--- src/rtl/intc_pkg.sv ---
package intc_pkg;
  localparam int NUM_SRC   = 11;
  localparam int NUM_GRP   = 6;
  localparam int NUM_LVL   = 4;
  localparam int GRP_SLOTS = 3;

  // group membership: first members 0..4 map to groups 0..4, extras trail
  function automatic int src_group(int s);
    if (s < 5)       return s;
    else if (s == 5) return 0;
    else if (s == 6) return 0;
    else             return s - 6;
  endfunction

  function automatic int src_rank(int s);
    if (s < 5)       return 0;
    else if (s == 6) return 2;
    else             return 1;
  endfunction

  function automatic int src_poll_key(int s);
    return src_group(s) * GRP_SLOTS + src_rank(s);
  endfunction
endpackage

--- src/rtl/intc_cfg_regs.sv ---
module intc_cfg_regs #(
  parameter int          NUM_SRC  = intc_pkg::NUM_SRC,
  parameter logic [7:0]  ADDR_EN0 = 8'hA8,
  parameter logic [7:0]  ADDR_EN1 = 8'hB8,
  parameter logic [7:0]  ADDR_IP0 = 8'hA9,
  parameter logic [7:0]  ADDR_IP1 = 8'hB9,
  parameter logic [7:0]  ADDR_FL0 = 8'hC0,
  parameter logic [7:0]  ADDR_FL1 = 8'hC1
) (
  input  logic               clk_i,
  input  logic               rst_ni,
  input  logic               wr_i,
  input  logic [7:0]         addr_i,
  input  logic [7:0]         wdata_i,
  input  logic [NUM_SRC-1:0] flags_i,
  output logic [7:0]         rdata_o,
  output logic [NUM_SRC-1:0] en_o,
  output logic               glb_o,
  output logic [7:0]         ip0_o,
  output logic [7:0]         ip1_o
);
  localparam int LO_N = 7;
  localparam int HI_N = NUM_SRC - LO_N;
  localparam int FHI  = NUM_SRC - 8;

  logic [NUM_SRC-1:0] en_q;
  logic               glb_q;
  logic [7:0]         ip0_q, ip1_q;

  always_ff @(posedge clk_i or negedge rst_ni) begin
    if (!rst_ni) begin
      en_q  <= '0;
      glb_q <= 1'b0;
      ip0_q <= '0;
      ip1_q <= '0;
    end else if (wr_i) begin
      if (addr_i == ADDR_EN0) begin
        en_q[LO_N-1:0] <= wdata_i[LO_N-1:0];
        glb_q          <= wdata_i[7];
      end
      if (addr_i == ADDR_EN1) en_q[NUM_SRC-1:LO_N] <= wdata_i[HI_N-1:0];
      if (addr_i == ADDR_IP0) ip0_q <= wdata_i;
      if (addr_i == ADDR_IP1) ip1_q <= wdata_i;
    end
  end

  always_comb begin
    rdata_o = '0;
    if (addr_i == ADDR_EN0)      rdata_o = {glb_q, en_q[LO_N-1:0]};
    else if (addr_i == ADDR_EN1) rdata_o[HI_N-1:0] = en_q[NUM_SRC-1:LO_N];
    else if (addr_i == ADDR_IP0) rdata_o = ip0_q;
    else if (addr_i == ADDR_IP1) rdata_o = ip1_q;
    else if (addr_i == ADDR_FL0) rdata_o = flags_i[7:0];
    else if (addr_i == ADDR_FL1) rdata_o[FHI-1:0] = flags_i[NUM_SRC-1:8];
  end

  assign en_o  = en_q;
  assign glb_o = glb_q;
  assign ip0_o = ip0_q;
  assign ip1_o = ip1_q;

  AST_CFG_HOLD: assert property (@(posedge clk_i) disable iff (!rst_ni)
    !wr_i |=> ($stable(ip0_q) && $stable(ip1_q) && $stable(en_q))) else $error("cfg changed");
endmodule

--- src/rtl/intc_flags.sv ---
module intc_flags #(
  parameter int NUM_SRC = intc_pkg::NUM_SRC,
  parameter int VEC_W   = $clog2(NUM_SRC)
) (
  input  logic               clk_i,
  input  logic               rst_ni,
  input  logic [NUM_SRC-1:0] set_i,
  input  logic               clr_i,
  input  logic [VEC_W-1:0]   clr_idx_i,
  output logic [NUM_SRC-1:0] flags_o
);
  logic [NUM_SRC-1:0] flag_q, clr_mask;

  assign clr_mask = clr_i ? (NUM_SRC'(1) << clr_idx_i) : '0;

  always_ff @(posedge clk_i or negedge rst_ni) begin
    if (!rst_ni) flag_q <= '0;
    else         flag_q <= (flag_q & ~clr_mask) | set_i;
  end

  assign flags_o = flag_q;

  AST_SET_STICKS: assert property (@(posedge clk_i) disable iff (!rst_ni)
    (|set_i) |=> ((flag_q & $past(set_i)) == $past(set_i))) else $error("set lost");
  AST_ACK_CLEARS: assert property (@(posedge clk_i) disable iff (!rst_ni)
    (clr_i && !set_i[clr_idx_i]) |=> !flag_q[$past(clr_idx_i)]) else $error("ack no clear");
endmodule

--- src/rtl/intc_arbiter.sv ---
module intc_arbiter #(
  parameter int NUM_SRC = intc_pkg::NUM_SRC,
  parameter int NUM_GRP = intc_pkg::NUM_GRP,
  parameter int NUM_LVL = intc_pkg::NUM_LVL,
  parameter int VEC_W   = $clog2(NUM_SRC),
  parameter int LVL_W   = $clog2(NUM_LVL),
  parameter int THR_W   = $clog2(NUM_LVL + 1)
) (
  input  logic [NUM_SRC-1:0] flags_i,
  input  logic [NUM_SRC-1:0] en_i,
  input  logic               glb_i,
  input  logic [NUM_GRP-1:0] ip0_i,
  input  logic [NUM_GRP-1:0] ip1_i,
  input  logic [THR_W-1:0]   thr_i,
  output logic               irq_o,
  output logic [VEC_W-1:0]   vec_o,
  output logic [LVL_W-1:0]   lvl_o
);
  import intc_pkg::*;

  logic             found;
  logic [LVL_W-1:0] best_lvl, cur_lvl;
  logic [VEC_W-1:0] best_vec;
  int               best_key, cur_key, grp;

  always_comb begin
    found    = 1'b0;
    best_lvl = '0;
    best_vec = '0;
    best_key = 0;
    cur_lvl  = '0;
    cur_key  = 0;
    grp      = 0;
    for (int s = 0; s < NUM_SRC; s++) begin
      grp     = src_group(s);
      cur_lvl = {ip1_i[grp], ip0_i[grp]};
      cur_key = src_poll_key(s);
      if (flags_i[s] && en_i[s] && glb_i) begin
        if (!found || cur_lvl > best_lvl || (cur_lvl == best_lvl && cur_key < best_key)) begin
          found    = 1'b1;
          best_lvl = cur_lvl;
          best_vec = VEC_W'(s);
          best_key = cur_key;
        end
      end
    end
  end

  // threshold is 0 when idle, else top in-service level + 1
  assign irq_o = found && ((THR_W'(best_lvl) + THR_W'(1)) > thr_i);
  assign vec_o = best_vec;
  assign lvl_o = best_lvl;
endmodule

--- src/rtl/intc_nest.sv ---
module intc_nest #(
  parameter int NUM_LVL = intc_pkg::NUM_LVL,
  parameter int LVL_W   = $clog2(NUM_LVL),
  parameter int THR_W   = $clog2(NUM_LVL + 1)
) (
  input  logic             clk_i,
  input  logic             rst_ni,
  input  logic             push_i,
  input  logic [LVL_W-1:0] push_lvl_i,
  input  logic             pop_i,
  output logic [THR_W-1:0] thr_o
);
  logic [NUM_LVL-1:0] ins_q, top_mask, push_mask;

  always_comb begin
    thr_o    = '0;
    top_mask = '0;
    for (int l = 0; l < NUM_LVL; l++) begin
      if (ins_q[l]) begin
        thr_o    = THR_W'(l + 1);
        top_mask = NUM_LVL'(1) << l;
      end
    end
  end

  assign push_mask = push_i ? (NUM_LVL'(1) << push_lvl_i) : '0;

  always_ff @(posedge clk_i or negedge rst_ni) begin
    if (!rst_ni) ins_q <= '0;
    else         ins_q <= (ins_q & ~(pop_i ? top_mask : '0)) | push_mask;
  end

  AST_PUSH_ABOVE_TOP: assert property (@(posedge clk_i) disable iff (!rst_ni)
    push_i |-> ((THR_W'(push_lvl_i) + THR_W'(1)) > thr_o)) else $error("push not above top");
  AST_POP_ONE: assert property (@(posedge clk_i) disable iff (!rst_ni)
    (pop_i && !push_i && (|ins_q)) |=> ($countones(ins_q) == $countones($past(ins_q)) - 1)) else $error("pop");
endmodule

--- src/rtl/intc_grp_prio.sv ---
module intc_grp_prio #(
  parameter int NUM_SRC = intc_pkg::NUM_SRC,
  parameter int NUM_GRP = intc_pkg::NUM_GRP,
  parameter int NUM_LVL = intc_pkg::NUM_LVL,
  parameter int VEC_W   = $clog2(NUM_SRC)
) (
  input  logic               clk_i,
  input  logic               rst_ni,
  input  logic [NUM_SRC-1:0] src_i,
  input  logic               sfr_wr_i,
  input  logic [7:0]         sfr_addr_i,
  input  logic [7:0]         sfr_wdata_i,
  output logic [7:0]         sfr_rdata_o,
  input  logic               ack_i,
  input  logic               reti_i,
  input  logic               stop_i,
  output logic               irq_o,
  output logic [VEC_W-1:0]   irq_vec_o,
  output logic               wake_o
);
  localparam int LVL_W = $clog2(NUM_LVL);
  localparam int THR_W = $clog2(NUM_LVL + 1);

  logic [NUM_SRC-1:0] flags, en;
  logic               glb, take;
  logic [7:0]         ip0, ip1;
  logic [THR_W-1:0]   thr;
  logic [LVL_W-1:0]   win_lvl;

  assign take = ack_i && irq_o;

  intc_cfg_regs #(.NUM_SRC(NUM_SRC)) i_regs (
    .clk_i, .rst_ni, .wr_i(sfr_wr_i), .addr_i(sfr_addr_i), .wdata_i(sfr_wdata_i),
    .flags_i(flags), .rdata_o(sfr_rdata_o), .en_o(en), .glb_o(glb),
    .ip0_o(ip0), .ip1_o(ip1)
  );

  intc_flags #(.NUM_SRC(NUM_SRC), .VEC_W(VEC_W)) i_flags (
    .clk_i, .rst_ni, .set_i(src_i), .clr_i(take), .clr_idx_i(irq_vec_o), .flags_o(flags)
  );

  intc_arbiter #(.NUM_SRC(NUM_SRC), .NUM_GRP(NUM_GRP), .NUM_LVL(NUM_LVL), .VEC_W(VEC_W)) i_arb (
    .flags_i(flags), .en_i(en), .glb_i(glb), .ip0_i(ip0[NUM_GRP-1:0]), .ip1_i(ip1[NUM_GRP-1:0]),
    .thr_i(thr), .irq_o, .vec_o(irq_vec_o), .lvl_o(win_lvl)
  );

  intc_nest #(.NUM_LVL(NUM_LVL)) i_nest (
    .clk_i, .rst_ni, .push_i(take), .push_lvl_i(win_lvl), .pop_i(reti_i), .thr_o(thr)
  );

  assign wake_o = stop_i && src_i[0];

  AST_IRQ_ELIGIBLE: assert property (@(posedge clk_i) disable iff (!rst_ni)
    irq_o |-> (flags[irq_vec_o] && en[irq_vec_o] && glb)) else $error("ineligible irq");
  AST_ACK_IGNORED: assert property (@(posedge clk_i) disable iff (!rst_ni)
    (ack_i && !irq_o && !(|src_i)) |=> $stable(flags)) else $error("stray ack");
endmodule

--- config.mk ---
export PLATFORM = sky130hd
export DESIGN_NAME = intc_grp_prio
export DESIGN_NICKNAME = d
export VERILOG_FILES = /design/src/rtl/intc_pkg.sv /design/src/rtl/intc_cfg_regs.sv /design/src/rtl/intc_flags.sv /design/src/rtl/intc_arbiter.sv /design/src/rtl/intc_nest.sv /design/src/rtl/intc_grp_prio.sv
export SDC_FILE = /design/constraint.sdc
export NUM_CORES = 1
export LEC_CHECK = 0
export BUFFER_PORTS_ARGS = -buffer_cell sky130_fd_sc_hd__buf_2
export CAP_MARGIN = 10
export CORE_ASPECT_RATIO = 2
export CORE_MARGIN = 10
export CORE_UTILIZATION = 59
export DETAILED_ROUTE_END_ITERATION = 12
export MAX_ROUTING_LAYER = met4
export PLACE_DENSITY = 0.81
export SETUP_SLACK_MARGIN = 0.15
export SLEW_MARGIN = 30
export SYNTH_ARGS = -nofsm -noshare
export SYNTH_HDL_FRONTEND = slang
export SYNTH_SLANG_ARGS = --single-unit
--- constraint.sdc ---
create_clock -name clk_i -period 16.9 [get_ports clk_i]
set_input_delay 1.69 -clock clk_i [delete_from_list [all_inputs] [get_ports clk_i]]
set_output_delay 1.69 -clock clk_i [all_outputs]
set_load 0.01 [all_outputs]
==> flow_summary_export.csv, run 1 <==
group,metric,value,unit
sta,timing.final.setup_violations,0,
final_layout,final_layout_size_suffix_gt1_frac,0.3600,
final_layout,antenna_cells_inserted,0,
placed_design,port-buffer-count,46,
global_routing,grt_remaining_overflow,0,
global_routing,gr-usage-all-layers,0.2451,
critical_path,worstPathMaxFanout,7,
job,max_cap_viol_count,0,
sta,slew-limit-headroom,0.3613,
critical_path,critical-path-top-cell-by-count,"ha_1",
global_routing,first_global_vias,4025,
route,wl_met3,615,um
sta,timing.final.crit_period,15.85,ns
route,drt_iter0_drc,258,
sta,fmaxAchievable,63.09,MHz
critical_path,r2r_start,"i_regs.ip0_o[0]$_DFFE_PN0P_",
placed_design,dp_hpwl,9734,um
route,routed-via-count,3824,
die,fp_rows,41,
yosys,synth.yosys.seq_area_share,0.2792,
yosys,total_of_warnings_raised_by_yosys,0,
yosys,register_bit_count_reported_by_yosys,43,
route,route.detailed.wl_per_inst,21.65,um
critical_path,crit_cells,74,
global_routing,grt_max_degree,44,
die,top_level_i_o_count,47,
clock_network,tritoncts_num_sinks,43,
sta,max_slew.worst_pin.slew,0.9559,ns
sta,rsz0062_at_grt,"false",
die,placeableCoreArea,6310,um2
clock_network,clk_path_buf_depth,2,
critical_path,critical-path-slowest-cell,"dfrtp_1",
worst_hold_path,hold_depth,1,
power_and_ir_drop,leakage,2.096,nW
yosys,synthesis.instances,425,
critical_path,ff2ff_path_depth,76,
route,route.detailed.vias_per_inst,6.526,
route,totalWireLength,12690,um
clock_network,cts_made_buffers,5,
route,number_of_remaining_drc_errors,0,
yosys,synth-edff-count,0,
status,status,"finished, final reports clean",
final_layout,layout.cells.most_common_list,"buf_2, dfrtp_1, nand2_1",
die,dieHeight,134.3,um
route,wirelength_met1,4292,um
global_routing,antenna_found_initial,0,
critical_path,cp_num_buf_inv,6,
die,design.die.area,10360,um2
critical_path,setup.reg_to_reg.worst_slack,2.14,ns
worst_hold_path,hold_path.class,"register to register",
route,met2RoutedLength,6798,um
critical_path,critical_path_required,15.21,ns
worst_hold_path,worstHoldStart,"i_regs.ip1_o[7]$_DFFE_PN0P_",
final_layout,synthToLayoutAreaGrowth,20.52,%
sta,finalSetupTns,0,ns
power_and_ir_drop,vdd.ir_drop.worst,0.07501,mV
yosys,synth_async_sr_flop_share,1.000,
yosys,post_syn_area_per_cell,9.068,um2
critical_path,cp-start-kind,"register",
yosys,synth.distinct_cells,73,
yosys,synth_nets,485,
sta,hold_viol,0,
yosys,synthesis.area,3854,um2
sta,clock_skew,0.005825,ns
final_layout,num-nets-final,559,
sta,layout_worst_path_cycle_share,0.9379,
critical_path,cp.arrival,14.16,ns
clock_network,cts_root_buffer,"clkbuf_16",
power_and_ir_drop,power_density,55.48,nW/um2
critical_path,rr_endpoint,"i_flags.flags_o[5]$_DFF_PN0_",
die,initial_core_util,0.6107,
die,die_width,77.15,um
route,ant_nets,0,
critical_path,highest_cell_delay_on_the_worst_timing_path,0.46,ns
sta,drv_slew,0,
clock_network,clkSlewWorstSetupHoldPaths,0.07,ns
route,drtPass1Iterations,5,
global_routing,grt_first_pass_wirelength,19930,um
route,highest_layer,"met4",
clock_network,tritoncts,"done",
clock_network,clk_latency,0.29,ns
final_layout,mostFrequentLayoutCell,"buf_2",
critical_path,crit_type,"register to primary output",
final_layout,post-route-util,0.7361,
critical_path,critPathCaptureType,"primary output",
placed_design,finalWeightedCongestion,1.006,
yosys,synthFlopType,"dfrtp_1",
worst_hold_path,hold_end,"i_regs.ip1_o[7]$_DFFE_PN0P_",
critical_path,timing.critical_path.max_delay_family,"compound AO/OA/AOI/OAI gates",
clock_network,clock_tree.htree_level_count,2,
-- worst max-delay path by stage --
stage	end	from	slack [ns]
global placement	irq_o	i_regs.ip0_o[0]$_DFFE_PN0P_	0.57
floorplan	irq_o	i_regs.glb_o$_DFFE_PN0P_	1.76
CTS	irq_o	i_regs.ip0_o[0]$_DFFE_PN0P_	0.21
global route	irq_o	i_regs.glb_o$_DFFE_PN0P_	0.06
detailed placement	irq_o	i_regs.ip0_o[0]$_DFFE_PN0P_	0.30
finish	irq_o	i_regs.ip0_o[0]$_DFFE_PN0P_	1.05
-- where the power goes --
| part | total [W] | switching [W] | internal [W] |
|---|---|---|---|
| logic | 0.0000498 | 0.0000311 | 0.0000187 |
| clock network | 0.0000967 | 0.0000421 | 0.0000546 |
| registers | 0.000111 | 0.00000448 | 0.000107 |
| total | 0.000258 | 0.0000776 | 0.000180 |
-- cells by family (layout without fill, tap and decap cells) --
group	count (synthesis)	count (layout)	synth area share
adders and majority gates	27	27	0.08766
buffers and inverters	37	112	0.03864
and+or+nand+nor	145	145	0.2120
AOI/OAI and AO/OA	137	137	0.2795
muxes	36	36	0.1029
DFF	43	43	0.2792
-- synthesized netlist by cell type, types with 3 or more instances --
| cell | count | area, um2 |
|---|---|---|
| dfrtp_1 | 43 | 1076 |
| nand2_1 | 36 | 135.1 |
| nor2_1 | 34 | 127.6 |
| a21oi_1 | 27 | 135.1 |
| ha_1 | 27 | 337.8 |
| mux2_2 | 27 | 304.0 |
| o21ai_0 | 25 | 125.1 |
| inv_1 | 24 | 90.09 |
| nand3_1 | 13 | 65.06 |
| a31oi_1 | 11 | 68.82 |
| nor2b_1 | 11 | 68.82 |
| a21o_1 | 9 | 67.56 |
| nor3_1 | 9 | 45.04 |
| mux2i_1 | 7 | 70.07 |
| a221o_1 | 6 | 60.06 |
| clkbuf_1 | 6 | 22.52 |
| nand2b_1 | 6 | 37.54 |
| nand4_1 | 6 | 37.54 |
| a22o_1 | 5 | 43.79 |
| a21oi_2 | 4 | 35.03 |
| a41oi_1 | 4 | 35.03 |
| a21oi_4 | 3 | 48.80 |
| a2bb2oi_1 | 3 | 26.28 |
| and3_4 | 3 | 33.78 |
| nand3_2 | 3 | 30.03 |
| nor4_4 | 3 | 63.81 |
| o211ai_2 | 3 | 37.54 |
| o21ai_2 | 3 | 26.28 |
| or3_1 | 3 | 18.77 |
-- area by class of cell --
cell class,count,area (um2)
Sequential cell,43,1079
Clock buffer,6,128.9
Timing Repair Buffer,78,473.0
Fill cell,490,1665
Inverter,26,97.59
Clock inverter,2,12.51
Tap cell,86,107.6
Multi-Input combinational cell,345,2746
-- stage by stage --
stage          hold slack, ns  setup WS (ns)  cell area, um2  instances  power (W)
2_1_floorplan          0.4663          1.762            3854        425  0.0001398
3_3_place_gp           0.4876         0.5669            4253        561  0.0001563
3_5_place_dp           0.5034         0.3045            4255        561  0.0001578
4_1_cts                0.5175         0.2094            4415        570  0.0002533
5_1_grt                0.5378        0.05661            4644        586  0.0002665
6_report               0.5188          1.050            4644        586  0.0002577
-- routing by layer --
layer / vias to the layer above / track usage
li1: 1744 / -
met1: 1811 / 0.2227
met2: 194 / 0.4439
met3: 75 / 0.03949
met4: 0 / 0.1816
met5: - / -
-- sequential cells by signal, indices dropped and copies added (netlist names) --
name             cells
i_flags.flags_o     11
i_nest.ins_q         4
i_regs.en_o         11
i_regs.glb_o         1
i_regs.ip0_o         8
i_regs.ip1_o         8
-- timing repair --
item                       in CTS  in global routing
setup endpoints to repair       1                 10
pin swaps                       0                 13
setup buffers                   1                 16
hold buffers                    0                  0
gates resized for setup         4                 28
Power figures use the tool's default switching activity.
==> run 2, diff against run 1 <==
--- a/config.mk
+++ b/config.mk
@@ -8,7 +8,7 @@
 export BUFFER_PORTS_ARGS = -buffer_cell sky130_fd_sc_hd__buf_2
 export CAP_MARGIN = 10
 export CORE_ASPECT_RATIO = 2
-export CORE_MARGIN = 10
+export CORE_MARGIN = 2
 export CORE_UTILIZATION = 59
 export DETAILED_ROUTE_END_ITERATION = 12
 export MAX_ROUTING_LAYER = met4
==> flow_summary_export.csv, run 2 (synthesized netlist as in run 1, its figures left out) <==
group,metric,value,unit
route,route.detailed.vias_per_inst,6.575,
job,max_cap_viol_count,0,
global_routing,first_global_vias,3913,
sta,max_slew.worst_pin.slew,0.8630,ns
clock_network,clk_path_buf_depth,2,
clock_network,clock_tree.htree_level_count,2,
final_layout,antenna_cells_inserted,0,
critical_path,highest_cell_delay_on_the_worst_timing_path,0.43,ns
sta,drv_slew,0,
route,drt_iter0_drc,282,
route,drtPass1Iterations,5,
worst_hold_path,hold_path.class,"register to register",
critical_path,critical-path-slowest-cell,"dfrtp_2",
placed_design,dp_hpwl,9489,um
global_routing,antenna_found_initial,0,
final_layout,layout.cells.most_common_list,"buf_2, dfrtp_1, nand2_1",
die,fp_rows,41,
critical_path,critPathCaptureType,"primary output",
sta,rsz0062_at_grt,"false",
sta,timing.final.crit_period,15.95,ns
power_and_ir_drop,power_density,55.83,nW/um2
final_layout,synthToLayoutAreaGrowth,19.58,%
final_layout,mostFrequentLayoutCell,"buf_2",
critical_path,cp_num_buf_inv,4,
sta,hold-worst-slack,0.5129,ns
critical_path,worstPathMaxFanout,6,
global_routing,grt_remaining_overflow,0,
final_layout,n_fill_cell,498,
critical_path,timing.critical_path.max_delay_family,"compound AO/OA/AOI/OAI gates",
sta,layout_worst_path_cycle_share,0.9438,
clock_network,clkSlewWorstSetupHoldPaths,0.07,ns
critical_path,crit_type,"register to primary output",
sta,hold_viol,0,
route,ant_nets,0,
clock_network,tritoncts,"done",
sta,finalSetupTns,0,ns
die,design.die.area,7233,um2
route,route.detailed.wl_per_inst,21.25,um
sta,fmaxAchievable,62.69,MHz
die,placeableCoreArea,6310,um2
sta,slew-limit-headroom,0.4234,
clock_network,hold_buffers,0,
sta,clock_skew,0.01140,ns
placed_design,finalWeightedCongestion,0.9999,
die,die_width,61.15,um
die,dieHeight,118.3,um
critical_path,critical_path_required,15.21,ns
power_and_ir_drop,vdd.ir_drop.worst,0.06752,mV
die,initial_core_util,0.6107,
route,totalWireLength,12410,um
clock_network,clk_latency,0.29,ns
route,number_of_remaining_drc_errors,0,
status,status,"finished, final reports clean",
placed_design,port-buffer-count,46,
clock_network,cts_root_buffer,"clkbuf_16",
die,top_level_i_o_count,47,
global_routing,grt_first_pass_wirelength,19410,um
critical_path,cp.arrival,14.26,ns
power_and_ir_drop,p_total,0.0002573,W
final_layout,final_layout_size_suffix_gt1_frac,0.3534,
critical_path,cp-start-kind,"register",
final_layout,num-nets-final,557,
global_routing,gr-usage-all-layers,0.3737,
route,routed-via-count,3840,
global_routing,grt_max_degree,44,
critical_path,critical-path-top-cell-by-count,"ha_1",
sta,timing.final.setup_violations,0,
power_and_ir_drop,leakage,2.084,nW
clock_network,cts_made_buffers,5,
clock_network,tritoncts_num_sinks,43,
run 2: cell types whose count changed in the layout (fill, tap and decap cells not counted), sizes merged:
cell	delta
buf	-2
run 2: layer usage:
metal,up-vias,global-route usage,part of all wire
met3,91,0.07768,0.064
li1,1742,-,-
met4,0,0.2622,0.094
met5,-,-,0
met2,192,0.6090,0.52
met1,1815,0.3728,0.32
run 2: area by class of cell:
cell class                 instances  area, um2  area share
sequential                        43       1079      0.2340
multi-input combinational        345       2725      0.5914
clock inverter                     2      12.51    0.002715
tap                               86      107.6     0.02335
timing repair buffer              76      457.9     0.09938
clock buffer                       6      128.9     0.02797
inverter                          26      97.59     0.02118
run 2: final timing paths:
check                                      startpoint                      endpoint  slack (ns)  cells after the start
hold / removal              i_nest.ins_q[0]$_DFF_PN0_     i_nest.ins_q[0]$_DFF_PN0_        0.51                      1
max in group asynchronous                      rst_ni  i_flags.flags_o[0]$_DFF_PN0_       15.05                      1
hold reg to reg             i_nest.ins_q[0]$_DFF_PN0_     i_nest.ins_q[0]$_DFF_PN0_        0.51                      1
min in group asynchronous                      rst_ni     i_nest.ins_q[3]$_DFF_PN0_        1.38                      1
setup / recovery           i_regs.en_o[0]$_DFFE_PN0P_                         irq_o        0.95                     74
setup reg to reg           i_regs.en_o[0]$_DFFE_PN0P_  i_flags.flags_o[2]$_DFF_PN0_        2.10                     76
run 2: metrics by stage:
stage,area [um2],worst slack [ns],utilization,cells
5_1_grt,4608,0.02644,0.7303,584
2_1_floorplan,3854,1.762,-,425
3_3_place_gp,4238,0.6162,0.6716,559
6_report,4608,0.9491,0.7303,584
4_1_cts,4393,0.1623,0.6962,568
3_5_place_dp,4240,0.1860,0.6720,559
run 2: power by group:
group	switching [W]	internal (W)	total [W]
clock network	0.0000425	0.0000546	0.0000971
logic	0.0000302	0.0000185	0.0000487
registers	0.00000480	0.000107	0.000111
run 2: repair_timing:
item,4_1_cts,5_1_grt
pin swaps,1,8
gates resized for setup,2,24
setup endpoints to repair,1,9
buffers inserted,1,16
